<file path="config.mk">
export PLATFORM = sky130hd
export DESIGN_NAME = bus_lock_ctrl
export DESIGN_NICKNAME = d
export VERILOG_FILES = /design/src/rtl/bus_lock_pkg.sv /design/src/rtl/lock_fsm.sv /design/src/rtl/lock_fanout.sv /design/src/rtl/abort_encoder.sv /design/src/rtl/bus_lock_ctrl.sv
export SDC_FILE = /design/constraint.sdc
export NUM_CORES = 1
export LEC_CHECK = 0
export ABC_AREA = 1
export CORE_MARGIN = 10
export CORE_UTILIZATION = 32
export CTS_CLUSTER_DIAMETER = 50
export DETAILED_ROUTE_END_ITERATION = 10
export HOLD_SLACK_MARGIN = 0.06
export PLACE_DENSITY_LB_ADDON = 0.08
export SYNTH_ARGS = -nofsm -noshare
export SYNTH_HDL_FRONTEND = slang
export SYNTH_SLANG_ARGS = --single-unit
</file>
<file path="constraint.sdc">
create_clock -name clk -period 1.25 [get_ports clk]
set_input_delay 0.3125 -clock clk [delete_from_list [all_inputs] [get_ports clk]]
set_output_delay 0.3125 -clock clk [all_outputs]
set_load 0.02 [all_outputs]
</file>
<file path="src/rtl/bus_lock_pkg.sv">
package bus_lock_pkg;
   typedef enum logic [1:0] {
      LK_IDLE  = 2'd0,
      LK_WAIT  = 2'd1,
      LK_HELD  = 2'd2,
      LK_DRAIN = 2'd3
   } lk_state_e;

   localparam int unsigned CODE_MASTER_ABORT = 0;
   localparam int unsigned CODE_TARGET_ABORT = 1;
endpackage

</file>
<file path="src/rtl/lock_fsm.sv">
module lock_fsm
   import bus_lock_pkg::*;
#(
   parameter int unsigned NUM_SEG = 2,
   parameter int unsigned SEG_W   = 1
) (
   input  logic             clk,
   input  logic             rst_n,
   input  logic             ob_valid,
   input  logic             ob_lock,
   input  logic             ob_mem_rd,
   input  logic             ob_internal,
   input  logic [SEG_W-1:0] ob_seg,
   input  logic             rsp_trdy,
   input  logic             rsp_retry,
   input  logic             rsp_mabort,
   input  logic             rsp_tabort,
   input  logic             rsp_is_rd,
   input  logic [SEG_W-1:0] rsp_seg,
   input  logic             up_unlock,
   input  logic             cpl_sent,
   output lk_state_e        state_o,
   output logic [SEG_W-1:0] owner_o,
   output logic             start_ok
);
   lk_state_e        state_q, state_d;
   logic [SEG_W-1:0] owner_q;
   logic             rsp_own, abort_any, seg_ok;

   assign seg_ok    = ({1'b0, ob_seg} < (SEG_W+1)'(NUM_SEG));
   assign start_ok  = (state_q == LK_IDLE) && ob_valid && ob_lock && ob_mem_rd
                      && !ob_internal && seg_ok;
   assign rsp_own   = (rsp_seg == owner_q);
   assign abort_any = rsp_mabort || rsp_tabort;

   always_comb begin
      state_d = state_q;
      unique case (state_q)
         LK_IDLE:  if (start_ok) state_d = LK_WAIT;
         LK_WAIT: begin
            if (up_unlock)                                state_d = LK_IDLE;
            else if (rsp_own && rsp_trdy)                 state_d = LK_HELD;
            else if (rsp_own && (rsp_retry || abort_any)) state_d = LK_IDLE;
         end
         LK_HELD: begin
            if (up_unlock)                             state_d = LK_IDLE;
            else if (rsp_own && abort_any && rsp_is_rd) state_d = LK_DRAIN;
         end
         LK_DRAIN: if (up_unlock || cpl_sent) state_d = LK_IDLE;
         default:  state_d = LK_IDLE;
      endcase
   end

   always_ff @(posedge clk) begin
      if (!rst_n) begin
         state_q <= LK_IDLE;
         owner_q <= '0;
      end else begin
         state_q <= state_d;
         if (start_ok) owner_q <= ob_seg;
      end
   end

   assign state_o = state_q;
   assign owner_o = owner_q;

   // no lock without a target-ready from the owning segment
   a_r1_lock_needs_trdy: assert property (@(posedge clk) disable iff (!rst_n)
      (state_q == LK_WAIT && !(rsp_trdy && rsp_own)) |=> state_q != LK_HELD);
   // unlock message releases a held lock
   a_r2_unlock_release: assert property (@(posedge clk) disable iff (!rst_n)
      ((state_q == LK_HELD || state_q == LK_DRAIN) && up_unlock) |=> state_q == LK_IDLE);
   // draining lock ends after the completion is sent
   a_r7_drain_end: assert property (@(posedge clk) disable iff (!rst_n)
      (state_q == LK_DRAIN && cpl_sent) |=> state_q == LK_IDLE);
   // aborted write keeps the lock
   a_r8_write_abort_keep: assert property (@(posedge clk) disable iff (!rst_n)
      (state_q == LK_HELD && !up_unlock && rsp_own && abort_any && !rsp_is_rd)
      |=> state_q == LK_HELD);
   // owner cannot change while busy
   a_r12_owner_stable: assert property (@(posedge clk) disable iff (!rst_n)
      (state_q != LK_IDLE) |=> $stable(owner_q));
endmodule

</file>
<file path="src/rtl/lock_fanout.sv">
module lock_fanout
   import bus_lock_pkg::*;
#(
   parameter int unsigned NUM_SEG = 2,
   parameter int unsigned SEG_W   = 1
) (
   input  logic               clk,
   input  logic               rst_n,
   input  lk_state_e          state,
   input  logic [SEG_W-1:0]   owner,
   input  logic               start_ok,
   input  logic               ob_valid,
   input  logic [SEG_W-1:0]   ob_seg,
   input  logic [NUM_SEG-1:0] ib_mem_req,
   output logic [NUM_SEG-1:0] seg_locked,
   output logic [NUM_SEG-1:0] lock_drive,
   output logic [NUM_SEG-1:0] ib_retry,
   output logic [NUM_SEG-1:0] up_block,
   output logic               apic_block,
   output logic               pf_stop
);
   logic held;
   assign held = (state == LK_HELD) || (state == LK_DRAIN);

   for (genvar s = 0; s < NUM_SEG; s++) begin : g_seg
      logic is_owner, ob_here;
      assign is_owner      = (owner == SEG_W'(s));
      assign ob_here       = ob_valid && (ob_seg == SEG_W'(s));
      assign seg_locked[s] = held && is_owner;
      assign lock_drive[s] = ob_here && (seg_locked[s] || start_ok);
      assign ib_retry[s]   = ib_mem_req[s] && seg_locked[s];
      assign up_block[s]   = held && !is_owner;
   end

   assign apic_block = held;
   assign pf_stop    = held;

   // at most one segment shows the lock
   a_r12_single_owner: assert property (@(posedge clk) disable iff (!rst_n)
      $onehot0(seg_locked));
   // a locked segment is never also blocked from upstream
   a_r6_block_disjoint: assert property (@(posedge clk) disable iff (!rst_n)
      (seg_locked & up_block) == '0);
endmodule

</file>
<file path="src/rtl/abort_encoder.sv">
module abort_encoder
   import bus_lock_pkg::*;
#(
   parameter int unsigned CODE_W = 8
) (
   input  logic              clk,
   input  logic              rst_n,
   input  logic              rsp_mabort,
   input  logic              rsp_tabort,
   output logic              abort_valid,
   output logic [CODE_W-1:0] abort_code
);
   always_ff @(posedge clk) begin
      if (!rst_n) begin
         abort_valid <= 1'b0;
         abort_code  <= '0;
      end else begin
         abort_valid <= rsp_mabort || rsp_tabort;
         if (rsp_mabort)      abort_code <= CODE_W'(CODE_MASTER_ABORT);
         else if (rsp_tabort) abort_code <= CODE_W'(CODE_TARGET_ABORT);
      end
   end

   // target abort alone yields code 1 next cycle
   a_r9_target_code: assert property (@(posedge clk) disable iff (!rst_n)
      (rsp_tabort && !rsp_mabort) |=> (abort_valid && abort_code == CODE_W'(1)));
   // master abort yields code 0 next cycle
   a_r9_master_code: assert property (@(posedge clk) disable iff (!rst_n)
      rsp_mabort |=> (abort_valid && abort_code == '0));
endmodule

</file>
<file path="src/rtl/bus_lock_ctrl.sv">
module bus_lock_ctrl
   import bus_lock_pkg::*;
#(
   parameter int unsigned NUM_SEG = 2,
   parameter int unsigned CODE_W  = 8,
   localparam int unsigned SEG_W  = (NUM_SEG > 1) ? $clog2(NUM_SEG) : 1
) (
   input  logic               clk,
   input  logic               rst_n,
   input  logic               ob_valid,
   input  logic               ob_lock,
   input  logic               ob_mem_rd,
   input  logic               ob_internal,
   input  logic [SEG_W-1:0]   ob_seg,
   input  logic               rsp_trdy,
   input  logic               rsp_retry,
   input  logic               rsp_mabort,
   input  logic               rsp_tabort,
   input  logic               rsp_is_rd,
   input  logic [SEG_W-1:0]   rsp_seg,
   input  logic               up_unlock,
   input  logic               cpl_sent,
   input  logic [NUM_SEG-1:0] ib_mem_req,
   output logic [NUM_SEG-1:0] seg_locked,
   output logic [NUM_SEG-1:0] lock_drive,
   output logic [NUM_SEG-1:0] ib_retry,
   output logic [NUM_SEG-1:0] up_block,
   output logic               apic_block,
   output logic               pf_stop,
   output logic               abort_valid,
   output logic [CODE_W-1:0]  abort_code
);
   if (NUM_SEG < 2) begin : g_chk_seg
      $error("bus_lock_ctrl: NUM_SEG must be at least 2");
   end
   if (CODE_W < 1) begin : g_chk_code
      $error("bus_lock_ctrl: CODE_W must be at least 1");
   end

   lk_state_e        state;
   logic [SEG_W-1:0] owner;
   logic             start_ok;

   lock_fsm #(.NUM_SEG(NUM_SEG), .SEG_W(SEG_W)) u_fsm (
      .clk(clk), .rst_n(rst_n),
      .ob_valid(ob_valid), .ob_lock(ob_lock), .ob_mem_rd(ob_mem_rd),
      .ob_internal(ob_internal), .ob_seg(ob_seg),
      .rsp_trdy(rsp_trdy), .rsp_retry(rsp_retry), .rsp_mabort(rsp_mabort),
      .rsp_tabort(rsp_tabort), .rsp_is_rd(rsp_is_rd), .rsp_seg(rsp_seg),
      .up_unlock(up_unlock), .cpl_sent(cpl_sent),
      .state_o(state), .owner_o(owner), .start_ok(start_ok)
   );

   lock_fanout #(.NUM_SEG(NUM_SEG), .SEG_W(SEG_W)) u_fanout (
      .clk(clk), .rst_n(rst_n),
      .state(state), .owner(owner), .start_ok(start_ok),
      .ob_valid(ob_valid), .ob_seg(ob_seg), .ib_mem_req(ib_mem_req),
      .seg_locked(seg_locked), .lock_drive(lock_drive), .ib_retry(ib_retry),
      .up_block(up_block), .apic_block(apic_block), .pf_stop(pf_stop)
   );

   abort_encoder #(.CODE_W(CODE_W)) u_abort (
      .clk(clk), .rst_n(rst_n),
      .rsp_mabort(rsp_mabort), .rsp_tabort(rsp_tabort),
      .abort_valid(abort_valid), .abort_code(abort_code)
   );

   // prefetch stop and interrupt hold track the lock together
   a_r4_pf_tracks_lock: assert property (@(posedge clk) disable iff (!rst_n)
      pf_stop == (seg_locked != '0));
endmodule

</file>
# Word-level counts from Yosys, hierarchy flattened
# Index checks and enable logic that the tools add are counted.
dict set report classes {
  n_eq_ne 8
  muxes 8
  bitwise_logic 3
  reduce_logical 28
}
# cell n
set op_table {}
lappend op_table {{1-bit logical AND} 17}
lappend op_table {{2-bit two-way mux} 7}
lappend op_table {{2-bit case mux with 4 select lines} 1}
lappend op_table {{1-bit logical OR} 6}
lappend op_table {{2-bit == test, second input constant} 2}
lappend op_table {{4-bit by 2-bit inequality test with 1-bit output, second input constant} 1}
lappend op_table {{4-bit AND reduction} 1}
lappend op_table {{3-bit inequality test, second input constant} 1}
lappend op_table {{1-bit NOT} 3}
lappend op_table {{2-bit by 1-bit == test with 1-bit output, second input constant} 1}
lappend op_table {{1-bit zero test} 2}
lappend op_table {{2-bit zero test} 1}
lappend op_table {{2-bit by 1-bit inequality test with 1-bit output, second input constant} 1}
lappend op_table {{2-bit inequality test, second input constant} 1}
lappend op_table {{2-bit OR reduction} 1}
lappend op_table {{1-bit == test} 1}
dict set report word_totals {
  reg_bits 5
  inputBits 17
  wordCells 51
}

# Logic depth before layout (Yosys ltp)
# Gate-level depths: netlist (run 1).
dict set report depth {
  word_depth 7
  depth_mapped 9
}

# Hierarchy
# From an unflattened synthesis (run 1), not the netlist that was laid out.
dict set report hier_totals {
  cells_unflattened 86
  area_unflattened_um2 491.7
}
# module instances cells_each area_each_um2 seq_area_each_um2
set by_module_without_submodules {}
lappend by_module_without_submodules {lock_fsm 1 50 284.0 60.1}
lappend by_module_without_submodules {abort_encoder 1 17 122.6 40.0}
lappend by_module_without_submodules {lock_fanout 1 19 85.1 0.0}

# Worst setup path after synthesis (run 1)
# OpenSTA, ideal clock, no wires.
dict set report synth_path {
  path_kind {reg-to-output}
  start {register u_fsm.state_q[1], in the netlist u_fsm.state_o[1]}
  end {output port lock_drive[0]}
  arrival_ps 1296
  slack_ps -359
  stages_incl_launch_ff 5
  path_buffers 0
  cell_sequence {dfxtp_1 inv_2 nor2_1 nand2_1 a21oi_1}
}
# item line_no
set synth_rtl {}
lappend synth_rtl {{from (decl)} lock_fsm.sv:26} ;# lk_state_e state_q, state_d;
lappend synth_rtl {{from (signal assigned)} lock_fsm.sv:59} ;# state_q <= state_d;
lappend synth_rtl {{2-bit == test} lock_fanout.sv:23} ;# assign held = (state == LK_HELD) || (state == LK_DRAIN);
lappend synth_rtl {{1-bit logical OR *} lock_fanout.sv:23}
lappend synth_rtl {{1-bit logical AND *} lock_fanout.sv:29} ;# assign seg_locked[s] = held && is_owner;
lappend synth_rtl {{net seg_locked[0]} bus_lock_ctrl.sv:24} ;# output logic [NUM_SEG-1:0] seg_locked,
lappend synth_rtl {{1-bit logical OR *} lock_fanout.sv:30} ;# assign lock_drive[s] = ob_here && (seg_locked[s] || start_ok);
lappend synth_rtl {{1-bit logical AND *} lock_fanout.sv:30}
lappend synth_rtl {{to (decl)} bus_lock_ctrl.sv:25} ;# output logic [NUM_SEG-1:0] lock_drive,
# Mark *: on every way through the listed nets, which the timed path passes. The rest lies on a longest branch.

# Worst setup path in the final report (run 1)
dict set report layout_path {
  start {register u_fsm.state_q[1], in the netlist u_fsm.state_o[1]}
  end {output port lock_drive[0]}
}
dict set report layout_via {
  elab_chain_len 7
}
# item line_no
set layout_rtl {}
lappend layout_rtl {{2-bit zero test} lock_fsm.sv:31} ;# assign start_ok = (state_q == LK_IDLE) && ob_valid && ob_lock && ob_mem_rd
lappend layout_rtl {{1-bit logical AND (3 in series)} lock_fsm.sv:31}
lappend layout_rtl {{1-bit logical AND} lock_fsm.sv:32} ;# && !ob_internal && seg_ok;
lappend layout_rtl {{1-bit logical OR *} lock_fanout.sv:30}
lappend layout_rtl {{1-bit logical AND *} lock_fanout.sv:30}
# Every way passes the cells marked *; elsewhere a longest branch is shown, timed or not.

==> flow_summary_export.csv, run 1 <==
group,metric,value,unit
run_status,status,"complete, but fails checks",
clock_tree,root_buffer,"clkbuf_4",
worst_setup_path,path_cells,"buf_6 -> inv_4 -> nor2_4 -> nand2_2 -> a21oi_4 -> buf_6",
synthesis,synth_top_area_cell,"dfxtp_1",
worst_setup_path,r2r-start,"u_fsm.owner_o$_SDFFE_PN0P_",
die,start_util,0.348,
sta,slew_viol_final,0,
worst_setup_path,r2r_cells,11,
die,die_h,58.1,µm
sta,setup_viol,10,
worst_setup_path,required,0.94,ns
grt,grt.overflow.total,0,
hold_path,hp-start,"rsp_mabort",
worst_setup_path,cpMostUsedCell,"buf_6",
worst_setup_path,end_kind,"output port",
synthesis,synth_xor_area_frac,0,
synthesis,yosysMostFrequentCell,"nand2_1",
finish,seqCellArea,108,µm²
synthesis,syn_area_per_cell,5.66,µm²
finish,num-fill-cells,87,
clock_tree,numCtsBuffers,3,
sta,hold_violations,0,
die,num_io_pins,36,
synthesis,yosysSeqAreaShare,0.216,
synthesis,syn_area,464,µm²
sta,worst_slack,-0.242,ns
place,io_buffer_count,28,
worst_setup_path,cp_slowest_stage_delay,0.37,ns
worst_setup_path,r2r-end,"u_fsm.state_o[1]$_SDFFE_PN0P_",
place,place_hpwl,1290,µm
routing,drc_errors,0,
clock_tree,cts.sinks,5,
clock_tree,htreeDepth,1,
finish,multiInputGateArea,404,µm²
sta,rsz0062_at_grt,"yes",
synthesis,ys_ff_latch,5,
worst_setup_path,startpoint_type,"flop",
synthesis,synth.area.top_cells,"dfxtp_1 (22%), nand2_1 (18%), buf_4 (16%)",
synthesis,synth_top_family_by_area,"simple AND/OR/NAND/NOR gates",
synthesis,ys.flop_type,"dfxtp_1",
synthesis,synth_warnings,0,
place,post-place-ws,-1.03,ns
synthesis,synthMuxAreaShare,0,
sta,finalCritPeriodShare,1.19,
grt,grt_pass1_wl,2860,µm
worst_setup_path,crit_slowest_cell,"dfxtp_4",
grt,track_usage,0.104,
finish,insertedDiodeCount,0,
routing,viasPerCell,4.48,
sta,layout_min_cycle_time,1.49,ns
hold_path,hold_end,"u_abort.abort_code[0]$_SDFFE_PP0P_",
finish,final_nets,151,
routing,drt_iter0_drc,9,
finish,area_growth,137,%
synthesis,synth-compound-area-share,0.0512,
clock_tree,cts.path.max_buffers,2,
synthesis,syn_inst,82,
sta,holdWs,0.294,ns
place,routabilityCongestion,0.784,
worst_setup_path,worstSetupPathType,"reg -> out",
synthesis,synth_simple_gate_area_frac,0.442,
die,fp.coreArea,1330,µm²
power,pwr_density_cell,1320,nW/µm²
worst_setup_path,cp_max_fo,4,
sta,max_freq,0.670,GHz
synthesis,synthTopCellsByCount,"nand2_1 (22), nor2_1 (15), inv_1 (13)",
clock_tree,clk_latency,0.24,ns
routing,routed_wl,1900,µm
synthesis,synth_top_cell_area_share,0.216,
worst_setup_path,r2r_slack,-0.01,ns
routing,drt_first_pass_iters,3,
routing,wl_per_cell,12.8,µm
grt,grt_max_degree,6,
synthesis,synth-edff-count,0,
finish,drive_gt1_frac,0.564,
hold_path,hp-class,"in -> reg",
synthesis,ys_async_sr_fraction,0,
sta,tns,-1.63,ns
routing,ant_nets,0,
clock_tree,cts_tree,"done",
power,irDropWorstVdd,810,µV
run_status,violations,"negative setup slack",
synthesis,synthAdderAreaFrac,0,
routing,routed-via-count,663,
worst_setup_path,arrival,1.18,ns
grt,grt_pass1_vias,648,
sta,skew,0.00433,ns
grt,antenna_found_initial,0,
synthesis,synth.distinct_cells,16,
clock_tree,clk_pin_slew,0.05,ns
hold_path,hold_depth,2,
die,die-area,3370,µm²
die,die_w,58.1,µm
die,placementRows,13,
power,p_leak,0.603,nW
job,cap_viol_max_count,0,
per-stage QoR:
| step | power (W) | instances | util | cell area, µm² |
|---|---|---|---|---|
| 2_1_floorplan | 0.000648 | 88 | - | 509 |
| 3_3_place_gp | 0.000960 | 135 | 0.631 | 842 |
| 3_5_place_dp | 0.000969 | 135 | 0.631 | 842 |
| 4_1_cts | 0.00129 | 145 | 0.711 | 948 |
| 5_1_grt | 0.00155 | 148 | 0.824 | 1100 |
| 6_report | 0.00145 | 148 | 0.824 | 1100 |
placed cells by master (no fill, tap or decap), types with 4 or more instances in the layout:
cell type        synthesis  final
nor2_1                  15      8
nor2_4                   0      4
dlygate4sd2_1            0      4
conb_1                   1      7
buf_4                   10     18
buf_6                    0     17
inv_2                    1      4
inv_1                   13      8
nand2_4                  0      7
nand2_1                 22     13
clkdlybuf4s50_1          0      6
per-layer routing:
layer / wire (µm) / track usage
met1: 733 / 0.105
met2: 977 / 0.178
met3: 152 / 0.0392
met4: 37 / 0.0604
met5: 0 / 0
flip-flops by register name, indices dropped and copies added, names as in the netlist:
signal               cells
u_abort.abort_valid      1
u_fsm.state_o            2
u_fsm.owner_o            1
u_abort.abort_code       1
power breakdown:
group          switching [W]  total [W]  internal (W)
Sequential         0.0000370   0.000233      0.000196
Combinational       0.000503    0.00102      0.000520
Clock              0.0000692   0.000190      0.000121
critical path, delay by kind of cell, from the launching register on:
| kind | cells | cell delay, ns |
|---|---|---|
| AO/OA/AOI/OAI | 1 | 0.13 |
| buffers and inverters | 3 | 0.26 |
| AND/OR/NAND/NOR | 2 | 0.17 |
| flip-flops | 1 | 0.37 |
worst max path at each step:
stage / from / to / cells past startpoint
after global placement: ob_valid / lock_drive[0] / 8
after floorplan: u_fsm.state_o[1]$_SDFFE_PN0P_ / lock_drive[0] / 5
after global routing: u_fsm.state_o[1]$_SDFFE_PN0P_ / lock_drive[0] / 6
final: u_fsm.state_o[1]$_SDFFE_PN0P_ / lock_drive[0] / 6
after CTS: u_fsm.state_o[1]$_SDFFE_PN0P_ / lock_drive[0] / 6
after detailed placement: ob_mem_rd / lock_drive[0] / 8
repair_timing:
action / in CTS / in global routing
pin swaps: 17 / 21
hold buffers: 0 / 0
setup buffers: 10 / 4
endpoints found under the setup margin: 14 / 13
gates resized for setup: 95 / 36
layout make-up:
class,instances,share of cell area
sequential,5,0.0980
clock buffer,4,0.0239
tap,15,0.0171
timing repair buffer,52,0.441
inverter,14,0.0524
multi-input combinational,58,0.368
logic make-up after synthesis:
| kind of cell | Yosys count |
|---|---|
| buffers and inverters | 25 |
| other | 1 |
| DFF | 5 |
| AOI/OAI and AO/OA | 4 |
| and+or+nand+nor | 47 |
Power figures use the tool's default switching activity.
==> inputs of run 2 (changes only) <==
--- a/config.mk
+++ b/config.mk
@@ -7,11 +7,13 @@
 export LEC_CHECK = 0
 export ABC_AREA = 1
 export CORE_MARGIN = 10
-export CORE_UTILIZATION = 32
+export CORE_UTILIZATION = 33
 export CTS_CLUSTER_DIAMETER = 50
 export DETAILED_ROUTE_END_ITERATION = 10
 export HOLD_SLACK_MARGIN = 0.06
 export PLACE_DENSITY_LB_ADDON = 0.08
+export SKIP_CTS_REPAIR_TIMING = 1
 export SYNTH_ARGS = -nofsm -noshare
 export SYNTH_HDL_FRONTEND = slang
+export SYNTH_HIERARCHICAL = 1
 export SYNTH_SLANG_ARGS = --single-unit
==> run 2 against run 1 <==
Compared with the run above: the flow still finishes with violations (negative setup slack); first-iteration DRC count grew 33%; non-clock buffer count shrank 9; flip-flop and latch count is the same; area after synthesis grew 5.9%; via count shrank 6.5%; count of clock-buffer cells in the layout is the same; critical path depth is the same; clock skew shrank 0.00074 ns; hold slack gained 0.14 ns; critical path type unchanged; largest cell class unchanged.
==> flow_summary_export.csv, run 2 <==
group,metric,value,unit
finish,final_cell_mix,"nand2_1 (18), buf_4 (15), inv_1 (12)",
sta,setup_viol,11,
routing,routed_wl,1670,µm
run_status,status,"complete, but fails checks",
worst_setup_path,arrival,1.19,ns
finish,finalNonFillerCells,143,
power,internal_power,0.000818,W
grt,antenna_found_initial,0,
clock_tree,clk_latency,0.24,ns
power,swShare,0.417,
finish,largest_reg_flops,2,
grt,grt.overflow.total,0,
clock_tree,cts.sinks,5,
finish,final_nets,146,
synthesis,synthTopCellsByCount,"nand2_1 (20), inv_1 (17), nor2_1 (12)",
worst_setup_path,worstSetupPathType,"reg -> out",
synthesis,ys.flop_type,"dfxtp_1",
grt,grt_pass1_vias,560,
worst_setup_path,startpoint_type,"flop",
routing,drc_errors,0,
synthesis,synth_simple_gate_area_frac,0.374,
synthesis,synth-compound-area-share,0.102,
die,num_io_pins,36,
grt,grt_pass1_wl,2470,µm
clock_tree,htreeDepth,1,
die,die_w,58.6,µm
routing,wl_per_cell,11.7,µm
power,finalPower,0.00140,W
place,io_buffer_count,28,
sta,skew,0.00359,ns
worst_setup_path,cp_max_fo,3,
job,cap_viol_max_count,0,
synthesis,yosysSeqAreaShare,0.204,
finish,drive_gt1_frac,0.406,
sta,finalCritPeriodShare,1.20,
worst_setup_path,critPathBufInv,3,
die,die_h,58.6,µm
synthesis,synth_warnings,6,
synthesis,synth.distinct_cells,19,
sta,slew_viol_final,0,
place,place_hpwl,1330,µm
grt,track_usage,0.0899,
synthesis,syn_inst,86,
synthesis,yosysMostFrequentCell,"nand2_1",
routing,ant_nets,0,
sta,tns,-1.03,ns
sta,rsz0062_at_grt,"yes",
power,pwr-share-seq,0.172,
finish,mostFrequentLayoutCell,"nand2_1",
finish,insertedDiodeCount,0,
synthesis,synth-edff-count,0,
sta,hold_violations,0,
power,combinationalPowerShare,0.691,
worst_setup_path,path_cells,"nor2_4 -> nand3_2 -> inv_2 -> inv_4 -> a21oi_4 -> buf_6",
sta,worst_slack,-0.252,ns
synthesis,synth_xor_area_frac,0,
routing,viasPerCell,4.34,
clock_tree,cts.path.max_buffers,2,
finish,area_growth,106,%
synthesis,ys_ff_latch,5,
finish,num-fill-cells,111,
power,clockPowerShare,0.137,
synthesis,syn_area_per_cell,5.72,µm²
synthesis,syn_area,492,µm²
hold_path,hp-class,"in -> reg",
die,fp.coreArea,1350,µm²
synthesis,synth_top_area_cell,"dfxtp_1",
routing,drt_first_pass_iters,4,
power,irDropWorstVdd,1150,µV
grt,grt_max_degree,6,
power,pwr_density_cell,1390,nW/µm²
clock_tree,numCtsBuffers,3,
die,start_util,0.364,
place,dp_cells,135,
routing,drt_iter0_drc,12,
synthesis,synthMuxAreaShare,0,
worst_setup_path,end_kind,"output port",
synthesis,synth_top_family_by_area,"simple AND/OR/NAND/NOR gates",
die,placementRows,13,
worst_setup_path,required,0.94,ns
synthesis,synthAdderAreaFrac,0,
worst_setup_path,critical-path-top-delay-family,"flip-flops",
clock_tree,root_buffer,"clkbuf_4",
worst_setup_path,cp_slowest_stage_delay,0.36,ns
synthesis,synth.area.top_cells,"dfxtp_1 (20%), buf_4 (15%), nand2_1 (15%)",
synthesis,ys_async_sr_fraction,0,
synthesis,synth_top_cell_area_share,0.204,
sta,max_freq,0.666,GHz
power,p_switching,0.000585,W
die,die-area,3430,µm²
routing,routed-via-count,620,
sta,layout_min_cycle_time,1.50,ns
place,routabilityCongestion,0.827,
power,p_leak,0.616,nW
clock_tree,clk_pin_slew,0.05,ns
run_status,violations,"negative setup slack",
worst_setup_path,crit_slowest_cell,"dfxtp_4",
clock_tree,cts_tree,"done",
run 2: cell count changes after synthesis, sizes merged:
cell / change
inv: +6
a21oi: +2
nand2: -2
and3: -1
nand4: -1
nor2: -1
nor3: -1
o21ai: +1
o21bai: +1
run 2: cell families (layout without fill, tap and decap cells):
logic type / after synthesis / after routing
AOI/OAI and AO/OA: 8 / 8
buffers and inverters: 31 / 67
DFF: 5 / 5
other: 1 / 7
and+or+nand+nor: 41 / 41
run 2: metal layers:
metal | wire (µm) | track usage | part of all wire
met2 | 826 | 0.144 | 0.50
met3 | 196 | 0.0644 | 0.12
met4 | 6 | 0.0197 | 0.0036
met5 | 0 | 0 | 0
met1 | 637 | 0.0939 | 0.38
run 2: area by class of cell:
class	instances	area (µm²)	share of cell area
Timing Repair Buffer	43	445	0.441
Multi-Input combinational cell	56	335	0.332
Sequential cell	5	105	0.104
Inverter	20	80.1	0.0792
Clock buffer	4	26.3	0.0260
Tap cell	15	18.8	0.0186
run 2: path summary, 6_finish.rpt:
path / endpoint / slack [ns] / cells after the start / from
min: u_abort/abort_code[0]$_SDFFE_PP0P_ / 0.43 / 4 / rsp_tabort
max: lock_drive[0] / -0.25 / 6 / u_fsm/state_o[1]$_SDFFE_PN0P_
min reg2reg: u_abort/abort_code[0]$_SDFFE_PP0P_ / 0.47 / 2 / u_abort/abort_code[0]$_SDFFE_PP0P_
max reg2reg: u_fsm/state_o[1]$_SDFFE_PN0P_ / -0.01 / 8 / u_fsm/state_o[1]$_SDFFE_PN0P_
run 2: worst min-delay path: cells and delay by family:
kind / cells / cell delay [ns]
buffers and inverters: 2 / 0.23
AND/OR/NAND/NOR: 2 / 0.11
run 2: power by group through the flow:
stage	Sequential (W)	Combinational, W	Clock, W
2_1_floorplan	0.000238	0.000436	0
3_3_place_gp	0.000228	0.000711	0
3_5_place_dp	0.000228	0.000726	0
4_1_cts	0.000225	0.000728	0.000203
5_1_grt	0.000247	0.00104	0.000216
6_report	0.000242	0.000969	0.000192
run 2: metrics by stage:
| stage | instance area (µm²) | util | setup slack, ns | hold WS, ns |
|---|---|---|---|---|
| after floorplan | 544 | - | 0.00385 | 0.425 |
| after global placement | 847 | 0.627 | -0.906 | 0.464 |
| after detailed placement | 847 | 0.627 | -0.932 | 0.470 |
| after CTS | 873 | 0.647 | -0.932 | 0.481 |
| after global routing | 1010 | 0.749 | -0.324 | 0.467 |
| final | 1010 | 0.749 | -0.252 | 0.430 |
